`src/rtl/dntimer_pkg.sv`:
```
package dntimer_pkg;
  localparam int unsigned OFF_IE    = 32'h00;
  localparam int unsigned OFF_STS   = 32'h04;
  localparam int unsigned OFF_CTL   = 32'h0;
  localparam int unsigned OFF_INTV  = 32'h4;
  localparam int unsigned OFF_CNT   = 32'h8;

  localparam int CB_EN     = 0;
  localparam int CB_LD     = 1;
  localparam int CB_SRC_LO = 2;
  localparam int CB_PRE_LO = 4;
  localparam int CB_OS     = 7;

  typedef struct packed {
    logic       os;
    logic [2:0] pre;
    logic [1:0] src;
    logic       en;
  } ctl_t;

  function automatic logic [7:0] ctl_pack(ctl_t c);
    return {c.os, c.pre, c.src, 1'b0, c.en};
  endfunction
endpackage

```
`src/rtl/dntimer_presc.sv`:
```
module dntimer_presc #(
  parameter int CODE_W = 3
) (
  input  logic              clk_i,
  input  logic              rst_ni,
  input  logic              tick_i,
  input  logic              clr_i,
  input  logic [CODE_W-1:0] code_i,
  output logic              ptick_o
);
  localparam int PW = (1 << CODE_W) - 1;

  logic [PW-1:0] pcnt_q;
  logic [PW-1:0] mask;

  always_comb mask = ~({PW{1'b1}} << code_i);

  always_ff @(posedge clk_i or negedge rst_ni) begin
    if (!rst_ni)     pcnt_q <= '0;
    else if (clr_i)  pcnt_q <= '0;
    else if (tick_i) pcnt_q <= pcnt_q + 1'b1;
  end

  // pulse on every 2^k-th tick counted from the last clear
  assign ptick_o = tick_i & ((pcnt_q & mask) == mask);
endmodule

```
`src/rtl/dntimer_sync.sv`:
```
module dntimer_sync #(
  parameter int STAGES = 2
) (
  input  logic clk_i,
  input  logic rst_ni,
  input  logic adv_i,
  input  logic clr_i,
  input  logic d_i,
  output logic q_o
);
  logic [STAGES-1:0] sr_q;

  always_ff @(posedge clk_i or negedge rst_ni) begin
    if (!rst_ni)     sr_q <= '0;
    else if (clr_i)  sr_q <= '0;
    else if (adv_i)  sr_q <= {sr_q[STAGES-2:0], d_i};
  end

  assign q_o = sr_q[STAGES-1];
endmodule

```
`src/rtl/dntimer_chan.sv`:
```
module dntimer_chan
  import dntimer_pkg::*;
#(
  parameter int CW     = 32,
  parameter int NSRC   = 4,
  parameter int DW     = 32,
  parameter int SYNC_N = 2
) (
  input  logic            clk_i,
  input  logic            rst_ni,
  input  logic [NSRC-1:0] tick_i,
  input  logic            ctl_we_i,
  input  logic            intv_we_i,
  input  logic [DW-1:0]   wdata_i,
  output logic [DW-1:0]   ctl_o,
  output logic [CW-1:0]   intv_o,
  output logic [CW-1:0]   cnt_o,
  output logic            expire_o,
  output logic            en_o,
  output logic            os_o,
  output logic            stick_o,
  output logic            load_o
);
  ctl_t          ctl_q;
  logic [CW-1:0] intv_q, cnt_q;
  logic [3:0]    tick_pad;
  logic          stick, ptick, run, step, load, expire, os_stop;

  always_comb begin
    tick_pad = '0;
    tick_pad[NSRC-1:0] = tick_i;
  end

  assign stick   = tick_pad[ctl_q.src];
  assign load    = ctl_we_i & wdata_i[CB_LD];
  assign step    = run & ptick;
  assign expire  = step & (cnt_q == '0);
  assign os_stop = expire & ctl_q.os;

  dntimer_presc #(.CODE_W(3)) presc_i (
    .clk_i  (clk_i),
    .rst_ni (rst_ni),
    .tick_i (stick),
    .clr_i  (load),
    .code_i (ctl_q.pre),
    .ptick_o(ptick)
  );

  // enable crosses into the tick domain; one-shot expiry stops at once
  dntimer_sync #(.STAGES(SYNC_N)) sync_i (
    .clk_i (clk_i),
    .rst_ni(rst_ni),
    .adv_i (stick),
    .clr_i (os_stop),
    .d_i   (ctl_q.en),
    .q_o   (run)
  );

  always_ff @(posedge clk_i or negedge rst_ni) begin
    if (!rst_ni) begin
      ctl_q <= '0;
    end else if (ctl_we_i) begin
      ctl_q.en  <= wdata_i[CB_EN];
      ctl_q.src <= wdata_i[CB_SRC_LO +: 2];
      ctl_q.pre <= wdata_i[CB_PRE_LO +: 3];
      ctl_q.os  <= wdata_i[CB_OS];
    end else if (os_stop) begin
      ctl_q.en  <= 1'b0;
    end
  end

  always_ff @(posedge clk_i or negedge rst_ni) begin
    if (!rst_ni)        intv_q <= '0;
    else if (intv_we_i) intv_q <= wdata_i[CW-1:0];
  end

  always_ff @(posedge clk_i or negedge rst_ni) begin
    if (!rst_ni)   cnt_q <= '0;
    else if (load) cnt_q <= intv_q;
    else if (step) begin
      if (cnt_q == '0) cnt_q <= ctl_q.os ? '0 : intv_q;
      else             cnt_q <= cnt_q - 1'b1;
    end
  end

  assign ctl_o    = DW'(ctl_pack(ctl_q));
  assign intv_o   = intv_q;
  assign cnt_o    = cnt_q;
  assign expire_o = expire;
  assign en_o     = ctl_q.en;
  assign os_o     = ctl_q.os;
  assign stick_o  = stick;
  assign load_o   = load;
endmodule

```
`src/rtl/dntimer_bank.sv`:
```
module dntimer_bank
  import dntimer_pkg::*;
#(
  parameter int NCH    = 2,
  parameter int CW     = 32,
  parameter int NSRC   = 4,
  parameter int AW     = 8,
  parameter int DW     = 32,
  parameter int SYNC_N = 2
) (
  input  logic            clk_i,
  input  logic            rst_ni,
  input  logic [NSRC-1:0] tick_i,
  input  logic            req_i,
  input  logic            we_i,
  input  logic [AW-1:0]   addr_i,
  input  logic [DW-1:0]   wdata_i,
  output logic [DW-1:0]   rdata_o,
  output logic            irq_o
);
  localparam int IDX_W = AW - 4;

  logic [NCH-1:0] ie_q, sts_q, sts_clr;
  logic [NCH-1:0] expire_w, en_w, os_w, stick_w, load_w, ctl_we, intv_we;
  logic [CW-1:0]  cnt_w  [NCH];
  logic [CW-1:0]  intv_w [NCH];
  logic [DW-1:0]  ctl_w  [NCH];
  logic           wr;
  logic [IDX_W-1:0] grp;
  logic [3:0]     off;

  assign wr  = req_i & we_i;
  assign grp = addr_i[AW-1:4];
  assign off = addr_i[3:0];

  for (genvar g = 0; g < NCH; g++) begin : g_ch
    assign ctl_we[g]  = wr && (grp == IDX_W'(g + 1)) && (off == 4'(OFF_CTL));
    assign intv_we[g] = wr && (grp == IDX_W'(g + 1)) && (off == 4'(OFF_INTV));

    dntimer_chan #(.CW(CW), .NSRC(NSRC), .DW(DW), .SYNC_N(SYNC_N)) chan_i (
      .clk_i    (clk_i),
      .rst_ni   (rst_ni),
      .tick_i   (tick_i),
      .ctl_we_i (ctl_we[g]),
      .intv_we_i(intv_we[g]),
      .wdata_i  (wdata_i),
      .ctl_o    (ctl_w[g]),
      .intv_o   (intv_w[g]),
      .cnt_o    (cnt_w[g]),
      .expire_o (expire_w[g]),
      .en_o     (en_w[g]),
      .os_o     (os_w[g]),
      .stick_o  (stick_w[g]),
      .load_o   (load_w[g])
    );
  end

  assign sts_clr = (wr && addr_i == AW'(OFF_STS)) ? wdata_i[NCH-1:0] : '0;

  always_ff @(posedge clk_i or negedge rst_ni) begin
    if (!rst_ni) begin
      ie_q  <= '0;
      sts_q <= '0;
    end else begin
      if (wr && addr_i == AW'(OFF_IE)) ie_q <= wdata_i[NCH-1:0];
      sts_q <= (sts_q & ~sts_clr) | expire_w;  // set beats clear
    end
  end

  assign irq_o = |(sts_q & ie_q);

  always_comb begin
    rdata_o = '0;
    if (req_i && !we_i) begin
      if (addr_i == AW'(OFF_IE))       rdata_o = DW'(ie_q);
      else if (addr_i == AW'(OFF_STS)) rdata_o = DW'(sts_q);
      else begin
        for (int i = 0; i < NCH; i++) begin
          if (grp == IDX_W'(i + 1)) begin
            case (off)
              4'(OFF_CTL):  rdata_o = ctl_w[i];
              4'(OFF_INTV): rdata_o = DW'(intv_w[i]);
              4'(OFF_CNT):  rdata_o = DW'(cnt_w[i]);
              default:      rdata_o = '0;
            endcase
          end
        end
      end
    end
  end
endmodule

```
`config.mk`:
```
export PLATFORM = sky130hd
export DESIGN_NAME = dntimer_bank
export DESIGN_NICKNAME = d
export VERILOG_FILES = /design/src/rtl/dntimer_pkg.sv /design/src/rtl/dntimer_presc.sv /design/src/rtl/dntimer_sync.sv /design/src/rtl/dntimer_chan.sv /design/src/rtl/dntimer_bank.sv
export SDC_FILE = /design/constraint.sdc
export NUM_CORES = 1
export LEC_CHECK = 0
export ABC_AREA = 1
export BUFFER_PORTS_ARGS = -buffer_cell sky130_fd_sc_hd__clkbuf_2
export CORE_ASPECT_RATIO = 1.1
export CORE_MARGIN = 4
export CORE_UTILIZATION = 53
export CTS_CLUSTER_DIAMETER = 120
export DETAILED_ROUTE_END_ITERATION = 8
export PLACE_DENSITY = 0.75
export REMOVE_ABC_BUFFERS = 1
export SYNTH_ARGS = -nofsm -noshare
export SYNTH_HDL_FRONTEND = slang
export SYNTH_HIERARCHICAL = 1
export SYNTH_SLANG_ARGS = --single-unit
```
`constraint.sdc`:
```
create_clock -name clk_i -period 2.4 [get_ports clk_i]
set_input_delay 0 -clock clk_i [delete_from_list [all_inputs] [get_ports clk_i]]
set_output_delay 0 -clock clk_i [all_outputs]
set_load 0.01 [all_outputs]
```
==> results.txt, run 1 <==
The share of the clock period used by the worst path after layout is 90.9%. The largest net degree at the start of global routing is 70. The leakage component of the power is 6.93 nW. The slowest cell on the critical path is sky130_fd_sc_hd__dfrtp_1. During I/O placement, the number of pins put on the boundary was 81.

The fraction of synthesis flops using an asynchronous set or reset pin is 100%. The pre-CTS setup slack is 217 ps. The most frequent cell after synthesis is sky130_fd_sc_hd__nand2_1. The distinct cell type count of the synthesized netlist is 39.

Summed over its instances, the top area cell type makes up 33.9% of the synthesized netlist area. The starting density of the core is 54.4%. Across every metal layer, demand over resource in global routing totals 28.4%. After layout, the minimum clock period comes to 2180 ps. The wire length per cell came out at 16.7 µm. The number of buffers created by CTS is 17. In this run, synthesis produced a sequential element count of 164.

The final weighted congestion in routability-driven placement is 1.01. The number of design rule violations left after detail routing came out at 0. After layout, the worst setup slack is 219 ps. The final HPWL from detailed placement came out at 27300 µm. sky130_fd_sc_hd__dfrtp_1 takes more of the synthesized area than any other cell. At the worst endpoint, the arrival time is 2500 ps. The total via count after detailed routing is 12000. The final setup skew is 11.5 ps. For this design the ratio of total power to cell area is 821 nW/µm². The headroom to the max-slew limit came out at 54.1%.

The maximum root-to-sink buffer count is 2. The worst voltage drop across the vdd grid is 0.000535 V. The startpoint kind of the worst setup timing path is a register. The fmax came out at 459 MHz. Clock tree synthesis selected as its root buffer the cell sky130_fd_sc_hd__clkbuf_16.

The average cell area after synthesis is 6.76 µm². Total power for the finished layout comes to 11.3 mW. The flow ran to the end, and the final reports show no timing, DRC or antenna violations. Tracing the worst setup path back leads to its startpoint at g_ch[0].chan_i/ctl_o[2]$_DFFE_PN0P_. At the pin with the least slew margin, the transition time is 688 ps. The count of routing violations after the opening detailed-route iteration came out at 1236. The sequential fraction of the synthesis area came out at 33.9%. The total instance count after detailed placement is 2141.

The startpoint of the most critical hold path is addr_i[0]. Clock-pin slew was measured on the worst setup and hold paths at 70 ps. Cells fill 61.6% of the core in the end.

The area enclosed by the die boundary came out at 25300 µm². The total placed instance area came out at 12800 µm². Relative to the synthesized area, the layout overhead comes to 13.3%. The die is 152 µm wide. The number of synthesis warnings came out at 6. The count of TritonRoute iterations in the first routing pass came out at 6.

The maximum fanout encountered on the critical timing path came out at 18. Yosys mapped a number of flops with a built-in enable equal to 0. The clock latency at the later pin of the worst-skew pair came out at 440 ps. The global-route wire length before repair came out at 58900 µm. Sorting the synthesized cells by how often they occur yields sky130_fd_sc_hd__nand2_1 (617), sky130_fd_sc_hd__nor2_1 (200), sky130_fd_sc_hd__dfrtp_1 (164), sky130_fd_sc_hd__inv_1 (148), sky130_fd_sc_hd__nand3_1 (133). The number of antenna violations at the first check in global routing came out at 1. The startpoint identified for the worst register-to-register timing path is g_ch[0].chan_i/ctl_o[2]$_DFFE_PN0P_.

The setup path with the least slack is of type reg -> reg. The TritonCTS sink count is 164. STA classifies the critical path endpoint as a register. Sorting the synthesized cells by area gives the leading types as sky130_fd_sc_hd__dfrtp_1 (34%), sky130_fd_sc_hd__nand2_1 (19%), sky130_fd_sc_hd__nor2_1 (6.2%). TritonCTS built the clock tree. On the critical path the largest part of the delay comes from compound AO/OA/AOI/OAI gates. The via count of the first global-routing pass came out at 11200. The min-delay analysis places its worst path in the category in -> reg. The die boundary height is 167 µm.

The cell area that synthesis handed to floorplanning was 12100 µm². The total setup violations reported at the end of the flow came out at 0. The worst-case hold slack came out at 129 ps. The number of H-tree branching levels came out at 4. The site row count came out at 57. The number of nets with antenna violations after routing came out at 0. The number of buffer and inverter instances along the worst setup path is 4. The routed wire length came out at 36800 µm. The required time at the worst-slack endpoint came out at 2720 ps.

In this run the post-CTS setup repair buffer count came out at 0. The count of final max-slew check failures is 0. Traced cell by cell, the critical path runs through inv_1 -> nor2_1 -> o22ai_2 -> inv_2 -> a21oi_1 -> nand2_1 -> a21oi_1 -> nand2_1 -> nand2_1 -> clkinv_1 -> buf_4 -> a21oi_1 -> a21oi_2. The number of instances in the synthesized netlist came out at 1791. The final hold violation count is 0.

The net total in the final layout came out at 1952. Using the TritonRoute via totals, the vias-per-cell ratio works out to 5.42. After filler insertion, the fill cell instance count of the layout stands at 2066. For this run the aggregate overflow at the end of global routing stands at 0. Of the cells placed in the final design, the portion with a size suffix greater than 1 is 17.6%. The area of the placeable core came out at 22300 µm².

Summing all non-filler instances in the final layout gives an area of 13700 µm². The finished layout holds 2206 standard cells, fillers aside. The worst stage delay on the critical path came out at 410 ps. The reported max-cap violation count came out at 0. For this run, the leading register cell type out of synthesis is sky130_fd_sc_hd__dfrtp_1. The number of buffers inserted by port buffering came out at 80. The accumulated negative setup slack is 0 ps.
registers in the layout, summed over array words and instances, names as in the netlist:
signal	cells
g_ch.chan_i/presc_i/pcnt_q	14
g_ch.chan_i/os_o	2
g_ch.chan_i/ctl_o	10
g_ch.chan_i/cnt_o	64
g_ch.chan_i/sync_i/sr_q	4
g_ch.chan_i/en_o	2
g_ch.chan_i/intv_o	64
sts_q	2
ie_q	2
cells by family (layout without fill, tap and decap cells):
group	Yosys count	count (layout)	synth area share [%]
AND/OR/NAND/NOR	1101	1101	39.6
buffers and inverters	279	350	11.4
flip-flops	164	164	33.9
AO/OA/AOI/OAI	153	153	7.04
multiplexers	58	58	5.40
XOR/XNOR	28	28	2.03
adder cells (fa/ha/maj)	6	6	0.620
other	2	51	0.0620
worst min-delay path, stage by stage:
cell and delay, ps:
sky130_fd_sc_hd__clkbuf_2 80, sky130_fd_sc_hd__nor2_1 50, sky130_fd_sc_hd__nand2_2 110, sky130_fd_sc_hd__nor2_2 80, sky130_fd_sc_hd__nand2_1 110, sky130_fd_sc_hd__o21ai_0 90
cell type report:
type / instances / area, µm² / area share, %
multi-input combinational: 1396 / 6850 / 49.9
sequential: 164 / 4100 / 29.9
timing repair buffer: 156 / 1170 / 8.55
inverter: 163 / 617 / 4.50
clock buffer: 18 / 429 / 3.13
tap: 295 / 369 / 2.69
clock inverter: 13 / 173 / 1.26
antenna: 1 / 2.50 / 0.0182
power by group:
group / total, mW / internal, mW / switching, mW
clock network: 2.88 / 1.65 / 1.23
logic: 4.53 / 1.60 / 2.94
registers: 3.85 / 3.21 / 0.636
final timing paths:
| check | to | slack (ps) | depth (start not counted) |
|---|---|---|---|
| setup / recovery | g_ch[0].chan_i/cnt_o[12]$_DFFE_PN0P_ | 220 | 13 |
| hold / removal | ie_q[1]$_DFFE_PN0P_ | 130 | 6 |
| setup reg to reg | g_ch[0].chan_i/cnt_o[12]$_DFFE_PN0P_ | 220 | 13 |
| hold reg to reg | g_ch[0].chan_i/sync_i/sr_q[0]$_DFFE_PN0P_ | 480 | 2 |
| max in group asynchronous | g_ch[1].chan_i/intv_o[19]$_DFFE_PN0P_ | 1470 | 3 |
| min in group asynchronous | g_ch[1].chan_i/presc_i/pcnt_q[5]$_DFFE_PN0P_ | 140 | 2 |
layer usage:
metal	global-route usage, %	vias to the layer above	wire (µm)	part of all wire, %
met1	38.4	5615	15600	42
li1	-	5796	-	-
met5	0	-	0	0
met3	4.18	89	2410	6.5
met2	47.5	457	17700	48
met4	8.60	0	1050	2.9
repair_timing:
| action | in CTS | in global routing |
|---|---|---|
| resized for setup | 0 | 5 |
| hold buffers | 33 | 0 |
| endpoints found under the hold margin | 146 | 0 |
| setup endpoints to repair | 0 | 13 |
cell usage in the layout (no fill, tap or decap), types with 16 or more instances in the layout:
master / instances
sky130_fd_sc_hd__dlygate4sd3_1: 33
sky130_fd_sc_hd__nor2_1: 200
sky130_fd_sc_hd__a21oi_1: 55
sky130_fd_sc_hd__nand2_2: 33
sky130_fd_sc_hd__mux2_2: 58
sky130_fd_sc_hd__clkbuf_2: 79
sky130_fd_sc_hd__conb_1: 50
sky130_fd_sc_hd__nor2_2: 25
sky130_fd_sc_hd__nand3_1: 133
sky130_fd_sc_hd__nor3_1: 18
sky130_fd_sc_hd__nand4_1: 33
sky130_fd_sc_hd__buf_4: 34
sky130_fd_sc_hd__dfrtp_1: 164
sky130_fd_sc_hd__o21ai_0: 56
sky130_fd_sc_hd__a21oi_2: 24
sky130_fd_sc_hd__inv_1: 148
sky130_fd_sc_hd__nor2_4: 16
sky130_fd_sc_hd__nand2_1: 617
sky130_fd_sc_hd__clkbuf_16: 17
Note: power is estimated with default switching activity, not from simulation.
==> run 2, diff against run 1 <==
Settings changed: ABC_AREA 1 to default.
==> results.txt, run 2 <==
The run finished, with violations left. The final reports fail on negative setup slack. The headroom to the max-slew limit is 47.8% (-6.3 points). The distinct cell type count of the synthesized netlist is 65 (+67%). The global-route wire length before repair came out at 52200 µm (-11%).

Grouping stages by cell kind, the critical path spends the most delay in simple AND/OR/NAND/NOR gates. The fraction of synthesized cell area taken by the top area cell type came out at 38.6% (+4.7 points). The number of design rule violations left after detail routing came to 0 (unchanged).

The starting density of the core came to 53.7% (-0.68 points). The average cell area after synthesis came out at 9.93 µm² (+47%). The kind of capture point of the worst setup path is a register. The count of final max-slew check failures is 0 (unchanged).

The data arrival time of the critical path is 2900 ps (+400 ps). The share of the clock period used by the worst path after layout is 105% (+15 points). The count of TritonRoute iterations in the first routing pass is 6 (unchanged). In the layout the commonest cells are sky130_fd_sc_hd__dfrtp_1 (164), sky130_fd_sc_hd__buf_4 (123), sky130_fd_sc_hd__mux2_2 (78), sky130_fd_sc_hd__clkbuf_2 (78). The combined flip-flop and latch cell area is 4100 µm² (unchanged). The boundary pin count came out at 81 (unchanged). The synthesis-to-layout area growth is 27.8%. The largest net degree at the start of global routing is 58 (-17%).

The largest total area in the synthesized netlist belongs to sky130_fd_sc_hd__dfrtp_1. The number of nets with antenna violations after routing is 0 (unchanged). The number of instances in the synthesized netlist came to 1071 (-40%). The number of buffer and inverter instances along the worst setup path came out at 2 (-2). The minimum clock period came to 2530 ps (+350 ps).

The maximum root-to-sink buffer count is 2 (unchanged). The total via count after detailed routing was 10000 (-16%). The number of synthesized register bits came out at 164 (unchanged). The total setup violations reported at the end of the flow came out at 64 (+64). The maximum fanout encountered on the critical timing path came to 5 (-13). The path class of the lowest-slack min-delay path is in -> reg. The via count of the first global-routing pass was 9276 (-17%).

The pin slew with the least headroom to its limit is 783 ps (+94.6 ps). The site row count came out at 54 (-5.3%). The reported max-cap violation count came out at 0 (unchanged). The final setup skew is 7.03 ps (-4.47 ps). Setup repair after global routing could not meet its margin everywhere.

The number of buffers created by CTS is 17 (unchanged). The startpoint identified for the worst register-to-register timing path is g_ch[1].chan_i/cnt_o[21]$_DFFE_PN0P_. Leaving out fill and tap cells, the most frequent cell in the layout is sky130_fd_sc_hd__dfrtp_1. The accumulated negative setup slack is -4110 ps (-4110 ps). The number of buffers inserted by port buffering came out at 80 (unchanged).

Tracing the worst setup path back leads to its startpoint at g_ch[1].chan_i/cnt_o[21]$_DFFE_PN0P_. The count of routing violations after the opening detailed-route iteration came to 1083 (-12%). The final core area utilization came out at 68.7% (+7.0 points). The routed wire length came out at 35100 µm (-4.5%). The clock latency at the later pin of the worst-skew pair came out at 440 ps (about the same). The clock-pin transition on the worst setup and hold timing paths is 70 ps (about the same). The number of synthesis warnings came to 6 (unchanged).

The net total in the final layout is 1334 (-32%). The total placed instance area is 11800 µm² (-7.4%). The fmax came out at 395 MHz (-14%). The final HPWL from detailed placement came out at 23700 µm (-13%). The leakage component of the power came to 6.18 nW (-11%). The die boundary height came out at 157 µm (-6.0%). The summed instance area of the synthesized netlist was 10600 µm² (-12%). The library cell used as clock root buffer is sky130_fd_sc_hd__clkbuf_16. The number of flops mapped to enable cells by yosys came to 0 (unchanged).

The TritonCTS clock tree is done. The slowest cell on the critical path is sky130_fd_sc_hd__or4_4. The fraction of synthesis flops using an asynchronous set or reset pin was 100% (unchanged). The worst setup path is launched from a register. The final worst setup slack came out at -131 ps (-350 ps). The area enclosed by the die boundary is 22400 µm² (-12%). The TritonCTS sink count is 164 (unchanged). The number of non-filler instances in the completed layout came to 1545 (-30%). The area of the placeable core is 19800 µm² (-11%). The most used flip-flop cell after synthesis is sky130_fd_sc_hd__dfrtp_1.

The final weighted congestion in routability-driven placement is 0.990 (-1.9%). The number of antenna violations at the first check in global routing was 1 (unchanged). The most frequent cell after synthesis is sky130_fd_sc_hd__dfrtp_1. The wire length per cell is 22.8 µm (+36%). The routed via count divided by cell count came out at 6.47 (+19%).

The pre-CTS setup slack is -91.8 ps (-309 ps). The global-route congestion overflow total came out at 0 (unchanged). By area the synthesized netlist is led by sky130_fd_sc_hd__dfrtp_1 (39%), sky130_fd_sc_hd__mux2_2 (8.3%), sky130_fd_sc_hd__mux2i_1 (6.8%). The total instance count after detailed placement is 1453 (-32%). The library cell appearing most often on the critical path is sky130_fd_sc_hd__or4_4. The sequential fraction of the synthesis area is 38.6% (+4.7 points). The startpoint of the most critical hold path is we_i. The post-route cell area was 13600 µm² (-0.88%).

The filler cell count is 1435 (-31%). The number of H-tree branching levels is 4 (unchanged). The type of the worst setup path is reg -> reg. The final hold violation count came out at 0 (unchanged). The fraction of layout cells with a size suffix above 1 came out at 37.7% (+20 points). The global-route usage over all layers came out at 29.9% (+1.5 points).

The power density normalized to cell area came out at 604 nW/µm² (-26%). The area of combinational cells with multiple inputs is 6430 µm² (-6.1%). The number of diodes is 0 (-1). The worst voltage drop across the vdd grid came to 0.000539 V (+0.78%). The commonest cells after synthesis are sky130_fd_sc_hd__dfrtp_1 (164), sky130_fd_sc_hd__nand2_1 (86), sky130_fd_sc_hd__nor2_1 (79), sky130_fd_sc_hd__mux2_2 (78), sky130_fd_sc_hd__mux2i_1 (72). The worst stage delay on the critical path is 580 ps (+170 ps). The width of the chip came out at 143 µm (-5.9%). Traced cell by cell, the critical path runs through or4_4 -> nand2b_4 -> or4_4 -> o31ai_4 -> buf_6 -> buf_8 -> a22oi_2 -> o21ai_1. The required time at the worst-slack endpoint is 2770 ps (+50 ps).
-- run 2: cell types whose count changed after synthesis, sizes merged, moves of 62 or more --
cell / change
inv: -146
mux2i: +72
nand3: -101
a21oi: -70
o2bb2ai: +62
nor2: -152
nand2: -569
-- run 2: cell families (layout without fill, tap and decap cells) --
| logic type | count (synthesis) | after routing | share of synthesized area, % |
|---|---|---|---|
| xor+xnor | 14 | 14 | 1.15 |
| other cells | 2 | 50 | 0.0706 |
| buf+inv | 139 | 313 | 8.05 |
| mux | 152 | 152 | 15.5 |
| simple gates | 349 | 349 | 17.4 |
| flops | 164 | 164 | 38.6 |
| fa+ha+maj | 6 | 6 | 0.706 |
| compound gates | 245 | 245 | 18.6 |
-- run 2: path summary, 6_finish.rpt --
check,to,slack [ps],cells after the start
min reg2reg,g_ch[0].chan_i/cnt_o[13]$_DFFE_PN0P_,510,2
max in group asynchronous,g_ch[1].chan_i/cnt_o[13]$_DFFE_PN0P_,1450,3
min,sts_q[0]$_DFF_PN0_,60,4
min in group asynchronous,g_ch[0].chan_i/intv_o[21]$_DFFE_PN0P_,80,2
max,g_ch[1].chan_i/cnt_o[25]$_DFFE_PN0P_,-130,8
max reg2reg,g_ch[1].chan_i/cnt_o[25]$_DFFE_PN0P_,-130,8
-- run 2: area by class of cell --
| class | instances | share of cell area (%) |
|---|---|---|
| timing repair buffer | 264 | 15.6 |
| tap | 252 | 2.32 |
| inverter | 17 | 0.469 |
| sequential | 164 | 30.2 |
| multi-input combinational | 816 | 47.3 |
| clock inverter | 14 | 0.875 |
| clock buffer | 18 | 3.23 |
-- run 2: timing repair --
action	in CTS	in global routing
hold endpoints to repair	136	0
gates resized for setup	19	146
setup buffers	6	13
pin swaps	14	68
endpoints found under the setup margin	66	72
hold buffers	33	0
cloned	4	4
-- run 2: report_power, final --
part	switching, mW	internal, mW
combinational	1.17	0.969
sequential	0.316	3.10
clock	1.27	1.38
total	2.75	5.45
-- run 2: metal layers --
layer,track usage [%],up-vias,part of all wire (%),routed length (µm)
met2,46.9,583,46,16300
li1,-,4397,-,-
met3,4.98,137,8.4,2970
met1,40.9,4882,40,14000
met5,0,-,0.020,7
met4,13.3,2,5.3,1870
-- run 2: stage by stage --
step           hold slack, ps  power [mW]
3_5_place_dp             10.1        5.39
3_3_place_gp             7.08        5.33
4_1_cts                  45.6        8.06
5_1_grt                  68.2        8.58
2_1_floorplan            -296        4.44
6_report                 57.8        8.21
-- run 2: worst min-delay path, stage by stage --
cell,delay (ps)
sky130_fd_sc_hd__clkbuf_2,110
sky130_fd_sc_hd__and4_1,170
sky130_fd_sc_hd__nand2_1,70
sky130_fd_sc_hd__a21o_1,110
==> run 3, diff against run 2 <==
Clock period 2.4 ns to 2.1 ns, I/O delays scaled along.
==> results.txt, run 3 (synthesized netlist as in run 2, its figures left out) <==
The starting density of the core was 53.7% (unchanged). The worst-case hold slack came out at 69.6 ps (+11.8 ps). The final core area utilization is 69.5% (+0.82 points).

The pin slew with the least headroom to its limit was 699 ps (-84.0 ps). The number of H-tree branching levels is 4 (unchanged). In this run the critical register-to-register path is captured at g_ch[1].chan_i/cnt_o[16]$_DFFE_PN0P_. The library cell used most frequently in the layout, excluding fill and tap cells, is sky130_fd_sc_hd__buf_4.

The filler cell count is 1467 (+2.2%). The area of combinational cells with multiple inputs came to 6160 µm² (-4.1%). The maximum root-to-sink buffer count is 2 (unchanged). The TritonCTS sink count is 164 (unchanged). The total instance count after detailed placement came to 1523 (+4.8%).

The power density normalized to cell area came out at 697 nW/µm² (+15%). The path class of the lowest-slack min-delay path is in -> async. The number of antenna violations at the first check in global routing is 0 (-1). The routed length on met3 came out at 2830 µm (-4.7%). The share of the clock period used by the worst path after layout is 120% (+15 points). The minimum setup slack among reg-to-reg paths was -430 ps (-300 ps).

The site row count came out at 54 (unchanged). The global-route congestion overflow total came to 0 (unchanged). The count of final max-slew check failures is 0 (unchanged). The leakage component of the power is 6.21 nW (+0.51%).

The die boundary height is 157 µm (unchanged). The final weighted congestion in routability-driven placement is 0.980 (-1.1%). The number of nets with antenna violations after routing is 0 (unchanged). The wire length per cell came out at 21.5 µm (-5.6%). The routed wire length came to 34500 µm (-1.9%).

The headroom to the max-slew limit is 53.4% (+5.6 points). The startpoint kind of the worst setup timing path is a register. The routed length on met2 is 16000 µm (-2.1%).

The final setup skew came out at 9.25 ps (+2.22 ps). The width of the chip is 143 µm (unchanged). The worst-case reg-to-reg path depth is 8 (unchanged).

The total setup violations reported at the end of the flow came to 72 (+13%). The number of buffers inserted by port buffering came out at 80 (unchanged). The highest layer touched by signal routing is met4. The count of TritonRoute iterations in the first routing pass is 5 (-1). The largest net degree at the start of global routing came to 51 (-12%). The number of diodes came out at 0 (unchanged). The number of design rule violations left after detail routing was 0 (unchanged).

The worst voltage drop across the vdd grid is 0.000536 V (-0.62%). The total via count after detailed routing is 9994 (-0.070%). The reported max-cap violation count came out at 0 (unchanged). The reg-to-reg critical path startpoint is g_ch[1].chan_i/ctl_o[2]$_DFFE_PN0P_. Setup repair after global routing could not meet its margin everywhere. The accumulated negative setup slack was -23540 ps (-19430 ps). The library cell used as clock root buffer is sky130_fd_sc_hd__clkbuf_16. The maximum fanout encountered on the critical timing path came out at 8 (+3). The count of routing violations after the opening detailed-route iteration came out at 1039 (-4.1%). The via count of the first global-routing pass came out at 9905 (+6.8%).

The pre-CTS setup slack is -357 ps (-265 ps). The final HPWL from detailed placement came out at 24500 µm (+3.4%). The data arrival time of the critical path is 2900 ps (about the same). The area enclosed by the die boundary is 22400 µm² (unchanged). The final hold violation count is 0 (unchanged). The checks that failed: negative setup slack. In the layout the commonest cells are sky130_fd_sc_hd__buf_4 (191), sky130_fd_sc_hd__dfrtp_1 (164), sky130_fd_sc_hd__mux2_2 (78), sky130_fd_sc_hd__clkbuf_2 (78), sky130_fd_sc_hd__nor2_1 (74). The post-route cell area was 13800 µm² (+1.2%). The net total in the final layout is 1395 (+4.6%). The clock-pin transition on the worst setup and hold timing paths came out at 70 ps (about the same). The final worst setup slack was -428 ps (-298 ps). The minimum clock period was 2530 ps (-2.13 ps). The routed via count divided by cell count came to 6.22 (-3.9%).

The type of the worst setup path is reg -> reg. The global-route wire length before repair is 53700 µm (+2.9%). The met1 layer wirelength in the final routing came out at 14100 µm (+0.79%). The global-route usage over all layers is 30.8% (+0.89 points). STA classifies the critical path endpoint as a register.

The TritonCTS clock tree is done. The clock latency at the later pin of the worst-skew pair was 440 ps (about the same). The area of the placeable core came out at 19800 µm² (unchanged). The boundary pin count is 81 (unchanged). The run finished, with violations left.

Compared with the post-synthesis result, the final layout area differs by 29.3%. The combined flip-flop and latch cell area is 4100 µm² (unchanged). The total placed instance area came out at 12400 µm² (+4.9%). The required time at the worst-slack endpoint came out at 2470 ps (-300 ps). The post-route total power came out at 9.59 mW (+17%).

The number of buffers created by CTS came out at 17 (unchanged). The number of non-filler instances in the completed layout came out at 1606 (+3.9%). The fmax came to 395 MHz (about the same). The fraction of layout cells with a size suffix above 1 came out at 37.7% (-0.076 points).
-- run 3: area by class of cell --
type,count,area share (%)
clock buffers,17,3.09
clock inverters,15,0.982
inverters,17,0.464
multi-input cells,816,44.8
flip-flops and latches,164,29.8
well taps,252,2.29
repair buffers,325,18.5
-- run 3: worst max-delay path, stage by stage, from the launching register on --
cell	delay (ps)
sky130_fd_sc_hd__dfrtp_1	400
sky130_fd_sc_hd__mux4_2	390
sky130_fd_sc_hd__nand2_2	60
sky130_fd_sc_hd__a211oi_2	240
sky130_fd_sc_hd__nand2_2	120
sky130_fd_sc_hd__or4_4	470
sky130_fd_sc_hd__o31ai_4	270
sky130_fd_sc_hd__buf_2	320
sky130_fd_sc_hd__a221o_1	190
-- run 3: worst max-delay path by stage --
stage,slack [ps],startpoint,cells after the start,to
floorplan,-1780,addr_i[7],8,g_ch[1].chan_i/cnt_o[27]$_DFFE_PN0P_
global placement,-300,g_ch[0].chan_i/ctl_o[2]$_DFFE_PN0P_,9,g_ch[0].chan_i/cnt_o[6]$_DFFE_PN0P_
detailed placement,-360,g_ch[0].chan_i/ctl_o[2]$_DFFE_PN0P_,9,g_ch[0].chan_i/cnt_o[6]$_DFFE_PN0P_
CTS,-330,g_ch[1].chan_i/ctl_o[2]$_DFFE_PN0P_,10,g_ch[1].chan_i/cnt_o[6]$_DFFE_PN0P_
global route,-530,g_ch[1].chan_i/ctl_o[2]$_DFFE_PN0P_,8,g_ch[1].chan_i/cnt_o[16]$_DFFE_PN0P_
finish,-430,g_ch[1].chan_i/ctl_o[2]$_DFFE_PN0P_,8,g_ch[1].chan_i/cnt_o[16]$_DFFE_PN0P_
-- run 3: where the power goes --
group | switching [mW] | leakage [nW] | internal (mW)
Clock | 1.46 | 0.274 | 1.57
Sequential | 0.293 | 2.11 | 3.54
Combinational | 1.42 | 3.83 | 1.30
Total | 3.17 | 6.21 | 6.42
-- run 3: repair_timing --
action | 4_1_cts | 5_1_grt
pin swaps | 21 | 21
setup endpoints to repair | 72 | 72
buffers inserted | 10 | 4
resized for setup | 31 | 55
endpoints found under the hold margin | 246 | 0
gates cloned | 4 | 2
hold buffers | 33 | 0
-- run 3: metal layers --
| layer | vias to the layer above | track usage, % |
|---|---|---|
| met2 | 508 | 49.3 |
| met5 | - | 0 |
| met1 | 4881 | 41.0 |
| met3 | 100 | 5.50 |
| met4 | 0 | 13.6 |
| li1 | 4505 | - |
